===== src/rtl/sat_pkg.sv =====
package sat_pkg;
    typedef logic [1:0] wcode_t;
    localparam wcode_t WC_8  = 2'd0;
    localparam wcode_t WC_16 = 2'd1;
    localparam wcode_t WC_32 = 2'd2;
    localparam int CR_LT = 3;
    localparam int CR_GT = 2;
    localparam int CR_EQ = 1;
    localparam int CR_SO = 0;
    localparam int BASE_W = 8;
endpackage


===== src/rtl/sat_operand_ext.sv =====
module sat_operand_ext
    import sat_pkg::*;
#(
    parameter int XLEN = 32,
    parameter int EXT  = XLEN + 2
) (
    input  logic [XLEN-1:0]        x,
    input  wcode_t                 code,
    input  logic                   sgn,
    output logic signed [EXT-1:0]  y
);
    localparam int NW = $clog2(XLEN / BASE_W) + 1;

    logic [EXT-1:0] cand [NW];

    for (genvar g = 0; g < NW; g++) begin : g_w
        localparam int W = BASE_W << g;
        assign cand[g] = {{(EXT-W){sgn & x[W-1]}}, x[W-1:0]};
    end

    always_comb begin
        y = '0;
        for (int i = 0; i < NW; i++) begin
            if (int'(code) == i) y = signed'(cand[i]);
        end
    end
endmodule


===== src/rtl/sat_clamp.sv =====
module sat_clamp
    import sat_pkg::*;
#(
    parameter int XLEN = 32,
    parameter int EXT  = XLEN + 2
) (
    input  logic signed [EXT-1:0] val,
    input  wcode_t                code,
    input  logic                  sgn,
    output logic [XLEN-1:0]       res,
    output logic                  sat
);
    localparam logic signed [EXT-1:0] ONE = EXT'(1);

    int                   dwi;
    logic signed [EXT-1:0] hi, lo, umask, clamped;

    always_comb begin
        dwi   = BASE_W << code;
        umask = (ONE <<< dwi) - ONE;
        if (sgn) begin
            hi = (ONE <<< (dwi - 1)) - ONE;
            lo = -(ONE <<< (dwi - 1));
        end else begin
            hi = umask;
            lo = '0;
        end
        sat = 1'b0;
        clamped = val;
        if (val > hi) begin
            clamped = hi;
            sat = 1'b1;
        end else if (val < lo) begin
            clamped = lo;
            sat = 1'b1;
        end
        res = clamped[XLEN-1:0] & umask[XLEN-1:0];
    end
endmodule


===== src/rtl/sat_cond.sv =====
module sat_cond
    import sat_pkg::*;
#(
    parameter int XLEN = 32
) (
    input  logic [XLEN-1:0] res,
    input  wcode_t          code,
    input  logic            sgn,
    input  logic            sat,
    input  logic            rec,
    output logic [3:0]      cr
);
    int   dwi;
    logic msb, lt, eq, gt;

    always_comb begin
        dwi = BASE_W << code;
        msb = res[dwi-1];
        lt  = sgn & msb;
        eq  = (res == '0);
        gt  = !lt && !eq;
        cr  = '0;
        if (rec) begin
            cr[CR_LT] = lt;
            cr[CR_GT] = gt;
            cr[CR_EQ] = eq;
            cr[CR_SO] = sat;
        end
    end
endmodule


===== src/rtl/sat_elem_alu.sv =====
module sat_elem_alu
    import sat_pkg::*;
#(
    parameter int XLEN = 32
) (
    input  logic            clk,
    input  logic            rst_n,
    input  logic            valid_in,
    input  logic [XLEN-1:0] opnd_a,
    input  logic [XLEN-1:0] opnd_b,
    input  logic            sub_sel,
    input  logic            carry_req,
    input  logic [1:0]      src_wcode,
    input  logic [1:0]      dst_wcode,
    input  logic            sgn_mode,
    input  logic            record,
    output logic            valid_out,
    output logic [XLEN-1:0] result,
    output logic [3:0]      cond_out,
    output logic            illegal
);
    localparam int EXT = XLEN + 2;
    localparam int NW  = $clog2(XLEN / BASE_W) + 1;

    typedef struct packed {
        logic            vld;
        logic [XLEN-1:0] res;
        logic [3:0]      cr;
        logic            ill;
        logic            sgn;
        logic            rec;
        wcode_t          dw;
    } stage_t;

    stage_t stg_d, stg_q;

    logic                  bad_code, refuse;
    wcode_t                dw_safe;
    logic signed [EXT-1:0] ea, eb, sum_w;
    logic [XLEN-1:0]       clamp_res;
    logic                  clamp_sat;
    logic [3:0]            cr_w;

    always_comb begin
        bad_code = (int'(src_wcode) >= NW) || (int'(dst_wcode) >= NW);
        refuse   = carry_req || bad_code;
        dw_safe  = bad_code ? WC_8 : dst_wcode;
    end

    sat_operand_ext #(.XLEN(XLEN), .EXT(EXT)) u_ext_a (
        .x(opnd_a), .code(src_wcode), .sgn(sgn_mode), .y(ea)
    );
    sat_operand_ext #(.XLEN(XLEN), .EXT(EXT)) u_ext_b (
        .x(opnd_b), .code(src_wcode), .sgn(sgn_mode), .y(eb)
    );

    always_comb sum_w = sub_sel ? (ea - eb) : (ea + eb);

    sat_clamp #(.XLEN(XLEN), .EXT(EXT)) u_clamp (
        .val(sum_w), .code(dw_safe), .sgn(sgn_mode),
        .res(clamp_res), .sat(clamp_sat)
    );

    sat_cond #(.XLEN(XLEN)) u_cond (
        .res(clamp_res), .code(dw_safe), .sgn(sgn_mode),
        .sat(clamp_sat), .rec(record), .cr(cr_w)
    );

    always_comb begin
        stg_d     = stg_q;
        stg_d.vld = valid_in;
        if (valid_in) begin
            stg_d.ill = refuse;
            stg_d.res = refuse ? '0 : clamp_res;
            stg_d.cr  = refuse ? '0 : cr_w;
            stg_d.sgn = sgn_mode;
            stg_d.rec = record && !refuse;
            stg_d.dw  = dw_safe;
        end
    end

    always_ff @(posedge clk) begin
        if (!rst_n) stg_q <= '0;
        else        stg_q <= stg_d;
    end

    assign valid_out = stg_q.vld;
    assign result    = stg_q.res;
    assign cond_out  = stg_q.cr;
    assign illegal   = stg_q.ill;

    // Bounds of the held destination width, for the checks below
    logic [XLEN-1:0] chk_mask, chk_hi, chk_lo;
    always_comb begin
        chk_mask = XLEN'((64'(1) << (BASE_W << stg_q.dw)) - 64'(1));
        chk_hi   = stg_q.sgn ? (chk_mask >> 1) : chk_mask;
        chk_lo   = stg_q.sgn ? (chk_mask & ~(chk_mask >> 1)) : '0;
    end

    AST_VALID_FOLLOWS: assert property (@(posedge clk) disable iff (!rst_n)
        valid_in |=> valid_out);
    AST_VALID_DROPS: assert property (@(posedge clk) disable iff (!rst_n)
        !valid_in |=> !valid_out);
    AST_UPPER_ZERO: assert property (@(posedge clk) disable iff (!rst_n)
        valid_out |-> ((result & ~chk_mask) == '0));
    AST_REFUSE_QUIET: assert property (@(posedge clk) disable iff (!rst_n)
        (valid_out && illegal) |-> (result == '0 && cond_out == 4'b0));
    AST_NOREC_EMPTY: assert property (@(posedge clk) disable iff (!rst_n)
        (valid_out && !stg_q.rec) |-> (cond_out == 4'b0));
    AST_ONE_RELATION: assert property (@(posedge clk) disable iff (!rst_n)
        (valid_out && stg_q.rec) |-> ($countones(cond_out[3:1]) == 1));
    AST_SAT_ON_BOUND: assert property (@(posedge clk) disable iff (!rst_n)
        (valid_out && cond_out[CR_SO]) |-> (result == chk_hi || result == chk_lo));
    AST_UNS_NOT_LT: assert property (@(posedge clk) disable iff (!rst_n)
        (valid_out && !stg_q.sgn) |-> !cond_out[CR_LT]);
endmodule


===== config.mk =====
export PLATFORM = sky130hd
export DESIGN_NAME = sat_elem_alu
export DESIGN_NICKNAME = d
export VERILOG_FILES = /design/src/rtl/sat_pkg.sv /design/src/rtl/sat_operand_ext.sv /design/src/rtl/sat_clamp.sv /design/src/rtl/sat_cond.sv /design/src/rtl/sat_elem_alu.sv
export SDC_FILE = /design/constraint.sdc
export NUM_CORES = 1
export LEC_CHECK = 0
export BUFFER_PORTS_ARGS = -buffer_cell sky130_fd_sc_hd__buf_4
export CORE_MARGIN = 2
export CORE_UTILIZATION = 64
export DETAILED_ROUTE_END_ITERATION = 10
export PLACE_DENSITY = 0.93
export SKIP_LAST_GASP = 1
export SYNTH_ARGS = -nofsm -noshare
export SYNTH_HDL_FRONTEND = slang
export SYNTH_HIERARCHICAL = 1
export SYNTH_SLANG_ARGS = --single-unit

===== constraint.sdc =====
create_clock -name clk -period 24.9 [get_ports clk]
set_input_delay 4.98 -clock clk [delete_from_list [all_inputs] [get_ports clk]]
set_output_delay 4.98 -clock clk [all_outputs]
set_load 0.02 [all_outputs]

==> PnR_summary.wiki <==
{| class="wikitable"
! Metric !! Value
|-
| Crit share post-route || between 50% and 60%
|-
| Top cell types by occurrence after synthesis || ha_1, a21oi_1, nand2_1
|-
| Post-synthesis instance area || about 6700 sq um
|-
| Final Instance Count excl. Fillers || 1089
|-
| Setup TNS Final || 0 ns
|-
| CTS resizes || 0
|-
| Post-detailed-route DRC marker count || 0
|-
| Part of the Yosys area used for sequential elements || between 10% and 20%
|-
| Clock tree from TritonCTS || yes
|-
| Result of the run || finished clean
|-
| Clock tree root driver cell || clkbuf_8
|-
| Clock-pin slew of the registers on the worst-case setup and hold paths || ~0.070 ns
|-
| Slew Limit Headroom || about two fifths
|-
| Maximum clock frequency || 0.08015 GHz
|-
| Iteration-0 DRC count of the detailed router || a little under 500
|-
| Layout Area Growth over Synthesis || 13.12%
|-
| Detailed-route via count || between 6000 and 7000
|-
| Count of maximum capacitance violations || 0
|-
| Final wirelength || about 17 mm
|-
| Proportion of register bits with asynchronous set or reset after synthesis || 0%
|-
| First-pass GRT wire length || 27.52 mm
|-
| Clock tree buffer depth || 2
|-
| Floorplan die width || 106.4 um
|-
| Total number of clock tree sinks || 38
|-
| Port buffer count || 112
|-
| Mean cell area of the mapped netlist || between 7 and 8 sq um
|-
| Crit path largest cell delay || between 0.7 and 0.8 ns
|-
| Leakage power figure || 3.204 nW
|-
| Cell taking the most area after synthesis || ha_1
|-
| Via/cell ratio || 6.232
|-
| Kind of start point of the critical path || input port
|-
| Type of the setup path with the least slack || in -> reg
|-
| Number of antenna cells inserted || 0
|-
| Final setup viols || 0
|-
| Initial core utilization || between 60% and 70%
|-
| Cts bufs inserted || 5
|-
| Max IR drop VDD || 51.32 uV
|-
| Worst-Skew Late Latency || 0.28 ns
|-
| Maximum number of pins on one net before global-route repair || 44
|-
| Number of enable-type register cells in the synthesized netlist || 0
|-
| Warnings from Yosys || 6
|-
| Cell types with the largest area share after synthesis || ha_1, dfxtp_1, xnor2_1
|-
| Remaining global-route overflow || 0
|-
| Number of nets in the final layout || 1113
|-
| Pins Over Slew Limit || 0
|-
| Total power density per cell area || 58.92 nW/um^2
|-
| Post-detail-place hpwl || 13.48 mm
|-
| Number of distinct library cells after synthesis || 79
|-
| Fraction of layout instances using a drive strength above 1 || 19.31%
|-
| Overall die area || around 11000 sq um
|-
| Worst Path Max Fanout || 43
|-
| Final Critical Period || 12.48 ns
|-
| FF+latch count, synth || 38
|-
| Number of top-level pins || 113
|-
| Number of antenna violations at the first check in global routing || 0
|-
| Arrival @ worst endpoint || approximately 13 ns
|-
| Post-DR wirelength/cell || 15.25 um
|-
| Commonest register cell after synthesis || dfxtp_1
|-
| Worst Max-Slew Pin Slew || 0.9135 ns
|-
| Std cell rows || 37
|-
| Capturing element type of the critical path || flip-flop
|-
| Cell with the largest stage delay on the worst path || mux2i_2
|-
| Number of global-route vias before repair || 6090
|-
| Core footprint || just over 10000 sq um
|-
| Worst setup skew after layout || 0 ns
|-
| Post-Syn Instances || 874
|-
| All-Layer GR Usage || 28.47%
|-
| Antenna Violating Nets Remaining || 0
|-
| Final Hold Viols || 0
|-
| H-tree Lvls || 2
|-
| Post-Place Cells || between 1000 and 1500
|-
| GP Congestion || 0.9645
|-
| Required time of the critical path || roughly 25 ns
|-
| Total iterations of the first detailed-routing run || 7
|-
| Fraction of synthesized cell area taken by the top area cell type || between 10% and 20%
|-
| Classification of the worst-slack hold path || reg -> reg
|-
| Die Ht || 106.4 um
|-
| Setup repair after global routing missed its margin || false
|-
| Hold buffer count at CTS || 0
|-
| Dominant cell type by count on the critical path || a21oi_1
|-
| Post-CTS setup buffer count || 0
|-
| Cell with the most instances after synthesis || ha_1
|}
-- sequential cells by signal, indices dropped and copies added, names as in the netlist --
| name | cells |
|---|---|
| illegal | 1 |
| result | 32 |
| cond_out | 4 |
| valid_out | 1 |
-- through the flow --
stage	hold slack, ns	instance area, sq um	utilization [%]	total power [mW]	setup slack [ns]
6_report	0.5197	7596	73.91	0.4475	12.42
5_1_grt	0.5771	7596	73.91	0.4871	11.81
4_1_cts	0.5234	7596	73.91	0.4425	12.52
3_5_place_dp	0.5038	7490	72.88	0.3911	12.24
3_3_place_gp	0.4929	7490	72.88	0.3805	12.44
2_1_floorplan	0.6044	6723	-	0.3254	13.65
-- layout make-up --
cell class	count	area [sq um]
Clock buffer	7	76.32
Clock inverter	1	30.03
Fill cell	827	2681
Inverter	20	75.07
Multi-Input combinational cell	769	5598
Sequential cell	38	760.7
Tap cell	136	170.2
Timing Repair Buffer	118	885.9
-- logic make-up (layout without fill, tap and decap cells) --
logic type | Yosys count | count (layout) | share of synthesized area, %
AO/OA/AOI/OAI | 305 | 305 | 32.36
adder cells (fa/ha/maj) | 86 | 86 | 16.14
AND/OR/NAND/NOR | 306 | 306 | 25.06
buffers and inverters | 69 | 146 | 5.794
other | 1 | 3 | 0.05584
flip-flops | 38 | 38 | 11.33
XOR/XNOR | 63 | 63 | 8.217
multiplexers | 6 | 6 | 1.043
-- power breakdown --
group | leakage (nW) | internal, mW | switching [mW]
clock network | 0.0524 | 0.0300 | 0.0205
registers | 0.308 | 0.0635 | 0.00159
logic | 2.84 | 0.129 | 0.203
-- critical path, delay by kind of cell --
family	cells	cell delay, ns
xor gates and xnor gates	2	0.39
adders and majority gates	2	0.77
AOI/OAI and AO/OA	13	2.39
muxes	2	0.95
and+or+nand+nor	10	2.46
buffers and inverters	2	0.73
-- metal layers --
layer | vias to the layer above | global-route usage [%] | part of all wire (%)
met5 | - | 0 | 0
met4 | 0 | 8.349 | 1.7
met3 | 28 | 1.226 | 5.3
met2 | 266 | 48.99 | 47
met1 | 3095 | 38.63 | 46
li1 | 3398 | - | -
-- worst paths after layout --
kind | from | endpoint | slack [ns] | cells after the start
max | src_wcode[0] | cond_out[1] | 12.42 | 31
max reg2reg | result[15] | result[15] | 24.17 | 2
min | illegal | illegal | 0.52 | 2
min reg2reg | illegal | illegal | 0.52 | 2
-- cell usage in the layout, fill, tap and decap left out, drive strengths merged, types with 21 or more instances in the layout --
master,count
o21ai,35
dfxtp,38
nand2,79
nor2,50
nand2b,25
xnor2,48
nor2b,42
buf,118
and2,22
a21oi,100
ha,85
nor3,21
a22oi,52
o2bb2ai,32
a21o,22
(Power assumes the default switching activity.)
